`config.mk`:
```
export PLATFORM = sky130hd
export DESIGN_NAME = evt_timer
export DESIGN_NICKNAME = d
export VERILOG_FILES = /design/src/rtl/evt_pkg.sv /design/src/rtl/evt_regbus.sv /design/src/rtl/evt_counter.sv /design/src/rtl/evt_channel.sv /design/src/rtl/evt_timer.sv
export SDC_FILE = /design/constraint.sdc
export NUM_CORES = 1
export LEC_CHECK = 0
export BUFFER_PORTS_ARGS = -buffer_cell sky130_fd_sc_hd__buf_2
export CAP_MARGIN = 30
export CORE_ASPECT_RATIO = 0.9
export CORE_UTILIZATION = 45
export CTS_BUF_LIST = sky130_fd_sc_hd__clkbuf_16
export DETAILED_ROUTE_END_ITERATION = 7
export HOLD_SLACK_MARGIN = 0.06
export PLACE_DENSITY = 0.68
export SLEW_MARGIN = 25
export SYNTH_ARGS = -nofsm -noshare
export SYNTH_HDL_FRONTEND = slang
export SYNTH_SLANG_ARGS = --single-unit
export TNS_END_PERCENT = 50
```
`constraint.sdc`:
```
create_clock -name clk -period 3 [get_ports clk]
set_clock_uncertainty 0.2 [all_clocks]
set_input_delay 0.45 -clock clk [delete_from_list [all_inputs] [get_ports clk]]
set_output_delay 0.45 -clock clk [all_outputs]
set_load 0.01 [all_outputs]
```
`src/rtl/evt_pkg.sv`:
```
package evt_pkg;
   localparam int unsigned WORD_W = 32;
   localparam int unsigned CNT_W  = 64;
   localparam int unsigned NW     = CNT_W / WORD_W;

   // word offsets
   localparam logic [11:0] OFS_CAP_LO = 12'h000;
   localparam logic [11:0] OFS_CAP_HI = 12'h004;
   localparam logic [11:0] OFS_GCFG   = 12'h010;
   localparam logic [11:0] OFS_GSTS   = 12'h020;
   localparam logic [11:0] OFS_CNT_LO = 12'h0F0;
   localparam logic [11:0] OFS_CNT_HI = 12'h0F4;
   localparam logic [11:0] OFS_TCFG   = 12'h100;
   localparam logic [11:0] OFS_CMP_LO = 12'h108;
   localparam logic [11:0] OFS_CMP_HI = 12'h10C;

   // channel configuration bit positions
   localparam int unsigned TB_LEVEL  = 1;
   localparam int unsigned TB_IEN    = 2;
   localparam int unsigned TB_PER    = 3;
   localparam int unsigned TB_VSET   = 6;
   localparam int unsigned TB_M32    = 8;
   localparam int unsigned TB_ROUTE  = 9;

   typedef struct packed {
      logic gcfg;
      logic sts;
      logic cnt_lo;
      logic cnt_hi;
      logic tcfg;
      logic cmp_lo;
      logic cmp_hi;
   } wstb_t;

   typedef struct packed {
      logic [4:0] route;
      logic       mode32;
      logic       valset;
      logic       periodic;
      logic       ien;
      logic       level;
   } tcfg_t;
endpackage

```
`src/rtl/evt_regbus.sv`:
```
module evt_regbus
   import evt_pkg::*;
#(
   parameter int unsigned ADDR_W    = 12,
   parameter logic [31:0] PERIOD_FS = 32'd10_000_000,
   parameter logic [7:0]  REV_ID    = 8'h01
) (
   input  logic [ADDR_W-1:0] addr,
   input  logic              we,
   input  logic [CNT_W-1:0]  cnt,
   input  logic              gen_en,
   input  logic              gen_leg,
   input  logic              sts,
   input  tcfg_t             cfg,
   input  logic [CNT_W-1:0]  cmp,
   output wstb_t             wr,
   output logic [31:0]       rdata
);
   localparam logic [31:0] CAP_LO_VAL = {18'b0, 1'b1, 5'd0, REV_ID};

   function automatic logic hit(input logic [ADDR_W-1:0] a, input logic [11:0] ofs);
      return a == ADDR_W'(ofs);
   endfunction

   always_comb begin
      wr.gcfg   = we & hit(addr, OFS_GCFG);
      wr.sts    = we & hit(addr, OFS_GSTS);
      wr.cnt_lo = we & hit(addr, OFS_CNT_LO);
      wr.cnt_hi = we & hit(addr, OFS_CNT_HI);
      wr.tcfg   = we & hit(addr, OFS_TCFG);
      wr.cmp_lo = we & hit(addr, OFS_CMP_LO);
      wr.cmp_hi = we & hit(addr, OFS_CMP_HI);
   end

   always_comb begin
      rdata = '0;
      if (hit(addr, OFS_CAP_LO)) rdata = CAP_LO_VAL;
      if (hit(addr, OFS_CAP_HI)) rdata = PERIOD_FS;
      if (hit(addr, OFS_GCFG))   rdata = {30'b0, gen_leg, gen_en};
      if (hit(addr, OFS_GSTS))   rdata = {31'b0, sts};
      if (hit(addr, OFS_CNT_LO)) rdata = cnt[31:0];
      if (hit(addr, OFS_CNT_HI)) rdata = cnt[63:32];
      if (hit(addr, OFS_TCFG))
         rdata = {18'b0, cfg.route, cfg.mode32, 1'b0, cfg.valset, 2'b11,
                  cfg.periodic, cfg.ien, cfg.level, 1'b0};
      if (hit(addr, OFS_CMP_LO)) rdata = cmp[31:0];
      if (hit(addr, OFS_CMP_HI)) rdata = cmp[63:32];
   end
endmodule

```
`src/rtl/evt_counter.sv`:
```
module evt_counter
   import evt_pkg::*;
(
   input  logic             clk,
   input  logic             rst_n,
   input  logic             wr_gcfg,
   input  logic [NW-1:0]    wr_cnt,
   input  logic [31:0]      wdata,
   output logic [CNT_W-1:0] cnt,
   output logic             gen_en,
   output logic             gen_leg
);
   logic [CNT_W-1:0] inc;
   logic [CNT_W-1:0] cnt_d;

   assign inc = gen_en ? cnt + CNT_W'(1) : cnt;

   genvar w;
   for (w = 0; w < NW; w++) begin : g_word
      assign cnt_d[w*WORD_W +: WORD_W] = wr_cnt[w] ? wdata : inc[w*WORD_W +: WORD_W];
   end

   always_ff @(posedge clk) begin
      if (!rst_n) begin
         cnt     <= '0;
         gen_en  <= 1'b0;
         gen_leg <= 1'b0;
      end else begin
         cnt <= cnt_d;
         if (wr_gcfg) begin
            gen_en  <= wdata[0];
            gen_leg <= wdata[1];
         end
      end
   end
endmodule

```
`src/rtl/evt_channel.sv`:
```
module evt_channel
   import evt_pkg::*;
(
   input  logic             clk,
   input  logic             rst_n,
   input  logic             gen_en,
   input  logic [CNT_W-1:0] cnt,
   input  logic             wr_cfg,
   input  logic [NW-1:0]    wr_cmp,
   input  logic             wr_sts,
   input  logic [31:0]      wdata,
   output tcfg_t            cfg,
   output logic [CNT_W-1:0] cmp,
   output logic             sts,
   output logic             match,
   output logic             irq
);
   logic [CNT_W-1:0] per, cmp_d, per_d, adv;
   logic             pulse_q, fire, hit_lo, hit_all;

   assign hit_lo  = cnt[WORD_W-1:0] == cmp[WORD_W-1:0];
   assign hit_all = cnt == cmp;
   assign match   = gen_en & (cfg.mode32 ? hit_lo : hit_all);
   assign fire    = match & cfg.ien;
   assign adv     = cmp + per;

   genvar w;
   for (w = 0; w < NW; w++) begin : g_word
      logic        upper_blk;
      logic        wr_ok;
      logic [31:0] adv_w;
      assign upper_blk = cfg.mode32 & (w != 0);
      assign wr_ok     = wr_cmp[w] & ~upper_blk;
      assign adv_w     = upper_blk ? cmp[w*WORD_W +: WORD_W] : adv[w*WORD_W +: WORD_W];
      assign cmp_d[w*WORD_W +: WORD_W] = wr_ok ? wdata
                                       : (match & cfg.periodic) ? adv_w
                                       : cmp[w*WORD_W +: WORD_W];
      assign per_d[w*WORD_W +: WORD_W] = (wr_ok & cfg.periodic & cfg.valset) ? wdata
                                       : per[w*WORD_W +: WORD_W];
   end

   always_ff @(posedge clk) begin
      if (!rst_n) begin
         cmp     <= '1;
         per     <= '0;
         cfg     <= '0;
         sts     <= 1'b0;
         pulse_q <= 1'b0;
      end else begin
         cmp <= cmp_d;
         per <= per_d;
         if (wr_cfg) begin
            cfg.route    <= wdata[TB_ROUTE +: 5];
            cfg.mode32   <= wdata[TB_M32];
            cfg.valset   <= wdata[TB_VSET];
            cfg.periodic <= wdata[TB_PER];
            cfg.ien      <= wdata[TB_IEN];
            cfg.level    <= wdata[TB_LEVEL];
         end else if (wr_cmp[0]) begin
            cfg.valset <= 1'b0;
         end
         if (fire & cfg.level)       sts <= 1'b1;
         else if (wr_sts & wdata[0]) sts <= 1'b0;
         pulse_q <= fire & ~cfg.level;
      end
   end

   assign irq = cfg.level ? sts : pulse_q;
endmodule

```
`src/rtl/evt_timer.sv`:
```
module evt_timer
   import evt_pkg::*;
#(
   parameter int unsigned ADDR_W    = 12,
   parameter logic [31:0] PERIOD_FS = 32'd10_000_000,
   parameter logic [7:0]  REV_ID    = 8'h01
) (
   input  logic              clk,
   input  logic              rst_n,
   input  logic [ADDR_W-1:0] bus_addr,
   input  logic              bus_we,
   input  logic [31:0]       bus_wdata,
   output logic [31:0]       bus_rdata,
   output logic              irq_out
);
   if (ADDR_W < 9 || ADDR_W > 16) begin : g_bad_addr
      $error("evt_timer: ADDR_W must be 9..16");
   end
   if (PERIOD_FS == 32'd0 || PERIOD_FS > 32'd100_000_000) begin : g_bad_period
      $error("evt_timer: PERIOD_FS must be 1..100000000");
   end

   wstb_t            wr;
   tcfg_t            cfg;
   logic [CNT_W-1:0] cnt, cmp;
   logic             gen_en, gen_leg, sts, match;
   logic [NW-1:0]    wr_cnt, wr_cmp;

   assign wr_cnt = {wr.cnt_hi, wr.cnt_lo};
   assign wr_cmp = {wr.cmp_hi, wr.cmp_lo};

   evt_regbus #(.ADDR_W(ADDR_W), .PERIOD_FS(PERIOD_FS), .REV_ID(REV_ID)) u_bus (
      .addr(bus_addr), .we(bus_we), .cnt(cnt), .gen_en(gen_en), .gen_leg(gen_leg),
      .sts(sts), .cfg(cfg), .cmp(cmp), .wr(wr), .rdata(bus_rdata));

   evt_counter u_cnt (
      .clk(clk), .rst_n(rst_n), .wr_gcfg(wr.gcfg), .wr_cnt(wr_cnt),
      .wdata(bus_wdata), .cnt(cnt), .gen_en(gen_en), .gen_leg(gen_leg));

   evt_channel u_ch (
      .clk(clk), .rst_n(rst_n), .gen_en(gen_en), .cnt(cnt), .wr_cfg(wr.tcfg),
      .wr_cmp(wr_cmp), .wr_sts(wr.sts), .wdata(bus_wdata), .cfg(cfg), .cmp(cmp),
      .sts(sts), .match(match), .irq(irq_out));
endmodule

```
# After elaboration in Yosys (flattened, before gate mapping)
# Cells that the tools add are included.
[totals]
input_bits = 47
output_inout_bits = 33
regBits = 206
wordCells = 80
[op_classes]
n_bitwise = 20
eq_ne = 11
mux = 23
reduce_logical = 8
add_sub_neg = 2
[op_table]
columns = ["operator", "n"]
rows = [
  ["$mux 32", 12],
  ["$mux 24", 3],
  ["$add 64x1->64 const B", 1],
  ["$add 64x64->64", 1],
  ["$eq 64x64->1", 1],
  ["$mux 64", 1],
  ["$eq 12x9->1 const B", 3],
  ["$eq 32x32->1", 1],
  ["$eq 12x8->1 const B", 2],
  ["$and 1x1->1", 18],
  ["$mux 14", 1],
  ["$eq 12x3->1 const B", 1],
  ["$eq 12x5->1 const B", 1],
  ["$eq 12x6->1 const B", 1],
  ["$logic_not 12->1", 1],
  ["$reduce_bool 2->1", 6],
  ["$mux 1", 6],
  ["$ne 2x2->1 const B", 1],
  ["$not 1->1", 2],
  ["$reduce_and 2->1", 1],
]

# Longest topological paths before layout
[logic_depth]
word_depth = 10
mapped_depth = 13
mapped_depth_nobuf = 12

# By module
# A second synthesis with hierarchy kept.
[unflattened]
cells_unflattened = 2048
hier_area_um2 = 15361.0
[modules_own_cells]
columns = ["module", "seq_area_each_um2", "instances", "cells_per_inst", "area_per_inst_um2"]
rows = [
  ["evt_channel", 2802.7, 1, 1388, 10294.9],
  ["evt_counter", 1321.3, 1, 454, 3736.1],
  ["evt_regbus", 0.0, 1, 206, 1330.0],
]

# Worst setup path before layout
# OpenSTA, ideal clock, no wires.
[synth_timing]
path_kind = "input -> output"
start = "input port bus_addr[5]"
end = "output port bus_rdata[3]"
arrival_time_ns = 2.648
t_required_ns = 2.350
slack_ns = -0.298
path_stages = 8
path_buffers = 2
cell_sequence = "nor4_1 > nand3_1 > nor4_1 > and2_1 > clkbuf_1 > buf_1 > nand2_1 > a31oi_1"
[synth_via]
elab_chain_cells = 9
elab_cells_between_ends = 16
cone_classes = "8 x eq/ne; 8 x mux"
[synth_lines]
columns = ["item", "line", "text"]
rows = [
  ["start, declared", "evt_timer.sv:10", "input logic [ADDR_W-1:0] bus_addr,"],
  ["$eq 12x3->1", "evt_regbus.sv:22", "return a == ADDR_W'(ofs);"],
  ["$mux 24", "evt_regbus.sv:38", "if (hit(addr, OFS_CAP_HI)) rdata = PERIOD_FS;"],
  ["$mux 24", "evt_regbus.sv:39", "if (hit(addr, OFS_GCFG)) rdata = {30'b0, gen_leg, gen_en};"],
  ["$mux 24", "evt_regbus.sv:40", "if (hit(addr, OFS_GSTS)) rdata = {31'b0, sts};"],
  ["$mux 32", "evt_regbus.sv:41", "if (hit(addr, OFS_CNT_LO)) rdata = cnt[31:0];"],
  ["$mux 32", "evt_regbus.sv:42", "if (hit(addr, OFS_CNT_HI)) rdata = cnt[63:32];"],
  ["$mux 32", "evt_regbus.sv:43", "if (hit(addr, OFS_TCFG))"],
  ["$mux 32", "evt_regbus.sv:46", "if (hit(addr, OFS_CMP_LO)) rdata = cmp[31:0];"],
  ["$mux 32 (*)", "evt_regbus.sv:47", "if (hit(addr, OFS_CMP_HI)) rdata = cmp[63:32];"],
  ["end, declared", "evt_timer.sv:13", "output logic [31:0] bus_rdata,"],
]
# Every way passes the cells marked *; elsewhere a longest branch is shown, timed or not.

# Worst setup path in the final report
[layout_timing]
start = "register u_ch.cmp[0]"
end = "register u_ch.cmp[46]"
[layout_via]
elab_chain_cells = 6
elab_cells_between_ends = 11
cone_classes = "1 x add/sub; 2 x eq/ne; 4 x mux; 2 x bitwise; 2 x reduce/logical"
[layout_lines]
columns = ["item", "line", "text"]
rows = [
  ["start, declared", "evt_channel.sv:13", "output logic [CNT_W-1:0] cmp,"],
  ["start signal, assigned", "evt_channel.sv:50", "cmp <= cmp_d;"],
  ["branches (longest 6 deep; another with $add 64x64->64)", "-", ""],
]
# Several ways; the timed one is not identified. The select of a mux whose other input is x is not followed.
# A chain may end at the register's enable or synchronous reset.

==> metrics.cfg <==
[status]
outcome=finished, violations left
violations=negative setup slack

[final_layout]
n_antenna_cell=0
final_util=0.642
final_nets=2427
drive_above_1_share=0.303
final_cells=2742
area_growth_pct=39.3
fillers=2675
final_cell_area_mm2=0.0199

[die]
die_w_um=190
die_h_um=171
ios=80
rows=61
die-area_mm2=0.0325
coreArea_mm2=0.0311
initial_core_util=0.461

[logic_synthesis]
syn_area_mm2=0.0143
ys_types=70
synth_largest_area_cell=dfxtp_1
ys_warn_count=0
synthCells=1931
avgSynthCellArea_um2=7.41
synth-adder-area-share=0.0573
synth_flop_cell=dfxtp_1
synth_xor_area_frac=0.106
netlist.area_leader.share=0.288
synth-compound-area-share=0.244
synth_top_family_by_area=compound AO/OA/AOI/OAI gates
muxShareOfSynthArea=0.0232
syn_nets=2043
async_flop_share=0
synth_edf_count=0
synthTopCellsByArea=dfxtp_1, nand2_1, xnor2_1, a21oi_1, ha_1
ys_seq_elements=206
yosysSeqAreaShare=0.288
yosys.area_share.simple=0.232

[critical_path]
cp_slowest_stage_delay_ps=510
crit_fanout=6
crit_type=flip-flop to flip-flop
arrival_ps=3580
path_buf_inv=2
startpoint_type=flip-flop
cp_cell_sequence=ha_4, fa_2, a21oi_2, o211ai_1, o211ai_1, a2111oi_2, o31ai_2, nor3_4, a31oi_4, buf_4, buf_6, xnor2_2, a21oi_2, o21ai_1
crit_path_end_kind=flip-flop
required_ps=3280
critical_path.top_delay_family=compound AO/OA/AOI/OAI gates
cpMaxStageDelayCell=a2111oi_2

[placed_design]
place.gp.congestion=1.05
dp.cells=2652
dpl.hpwl_um=48400
io_buffers=79
dpl_worst_slack_ps=-561
post_dp_cell_area_mm2=0.0177

[clocking]
htreeDepth=1
clock_sinks=206
clock_tree.root_cell=clkbuf_16
clk_pin_slew_worst_paths_ps=60
cts_tree=yes
cts_buffers=25
cts.path.max_buffers=3
clkLatencyLatePin_ps=560

[drt]
drt_iter0_drc=1993
drc=0
wl_per_cell_um=24.0
via_per_inst=6.11
vias=16700
routed_wl_um=65700
ant_nets=0
first_pass_iters=8

[sta]
setup_ws_ps=-296
slew_headroom=0.598
whs_ps=85.7
period_minus_slack_ps=3300
tightest_slew_ps=601
hold_viol_final=0
period_share=1.10
drv_slew=0
max_clock_freq_mhz=303
rsz0062_at_grt=true
setup_viol=65

[global_routing]
grt_pass1_wl_um=95000
grt_max_degree=86
antenna_found_initial=0
grt_overflow=0
grt_use_total=0.393
grt_pass1_vias=15300

[power_and_ir_drop]
vdd_drop_max_mv=0.454
powerDensity_mw_per_mm2=297
leakagePower_nw=8.21

[run]
maxCapViolCount=0

[hold_path]
min_path_type=input port to flip-flop

[state kept, by name, summed over array words and instances, names as in the netlist]
name	flops
u_ch.pulse_q	1
u_ch.cmp	64
u_ch.cfg	9
u_ch.per	64
u_cnt.gen_leg	1
u_cnt.cnt	64
u_cnt.gen_en	1
u_ch.sts	1
u_ch.g_word.upper_blk	1
[Yosys cell counts, types with 22 or more instances]
master and instances:
a211oi_1 66, a21oi_1 209, and3_1 22, clkbuf_1 116
dfxtp_1 206, ha_1 64, inv_1 30, mux2i_1 32
nand2_1 319, nand3_1 61, nand4_1 47, nor2_1 181
nor3_1 23, o211ai_1 46, o21ai_0 83, or3_1 22
xnor2_1 124, xor2_1 48
[routing by layer]
metal  wire [µm]  track usage
met5           0            0
met4        2910        0.151
met3        7360       0.0771
met2       27100        0.576
met1       28400        0.563
[layout by cell type, fill, tap and decap left out, drive strengths merged, types with 10 or more instances in the layout]
cell	count
o21ai	85
mux2i	32
clkbuf	26
a222oi	18
nor3	24
nand4	47
a21o	16
o211ai	46
dlygate4sd3	10
xnor2	125
dfxtp	206
a211oi	66
o21bai	13
nand3	61
xor2	48
a31oi	14
nor2b	14
nor2	181
nor4	13
inv	38
or3	22
a311oi	10
buf	480
ha	64
nand2	319
and3	22
a21oi	209
clkinv	11
[cells by family after synthesis]
logic type / count (synthesis)
adders and majority gates: 65
AOI/OAI and AO/OA: 547
and+or+nand+nor: 741
xor gates and xnor gates: 173
DFF: 206
muxes: 33
buffers and inverters: 166
[through the flow]
step	total power, W	TNS, ps
after global placement	0.00304	-17160
after global routing	0.00603	-16140
after CTS	0.00591	-9110
after floorplan	0.00287	0
after detailed placement	0.00304	-20440
final	0.00591	-8560
[final cells by class]
cell class	count	area [µm²]	share of cell area
Tap cell	409	512	0.0257
Multi-Input combinational cell	1559	10400	0.522
Clock buffer	25	626	0.0314
Sequential cell	206	4180	0.209
Timing Repair Buffer	491	3970	0.199
Clock inverter	20	123	0.00615
Inverter	32	125	0.00628
[where the power goes]
part | total [W] | leakage [nW] | switching, W | internal [W]
combinational | 0.000269 | 6.17 | 0.000208 | 0.0000603
sequential | 0.00274 | 1.66 | 0.00000420 | 0.00273
clock | 0.00291 | 0.380 | 0.00131 | 0.00160
total | 0.00591 | 8.21 | 0.00153 | 0.00439
[worst paths after layout]
check        slack [ps]                 startpoint                   endpoint  cells past startpoint
max reg2reg        -300   u_ch.cmp[0]$_SDFFE_PN1P_  u_ch.cmp[46]$_SDFFE_PN1P_                     14
min                  90              bus_wdata[20]  u_ch.per[20]$_SDFFE_PN0P_                      3
min reg2reg         260  u_ch.per[31]$_SDFFE_PN0P_  u_ch.per[31]$_SDFFE_PN0P_                      2
max                -300   u_ch.cmp[0]$_SDFFE_PN1P_  u_ch.cmp[46]$_SDFFE_PN1P_                     14
[what timing repair did]
action                                  4_1_cts  5_1_grt
pin swaps                                    41       69
endpoints found under the setup margin       66      105
gates resized for setup                      85      162
hold endpoints to repair                     14        0
hold buffers                                 10        0
setup buffers                                18       18
cloned                                        5        1
[worst min-delay path, cell delays in order]
cell and delay, ps:
buf_2 200, nand2_1 90, a21oi_1 50
No activity file was read; power rests on OpenSTA's default activity.
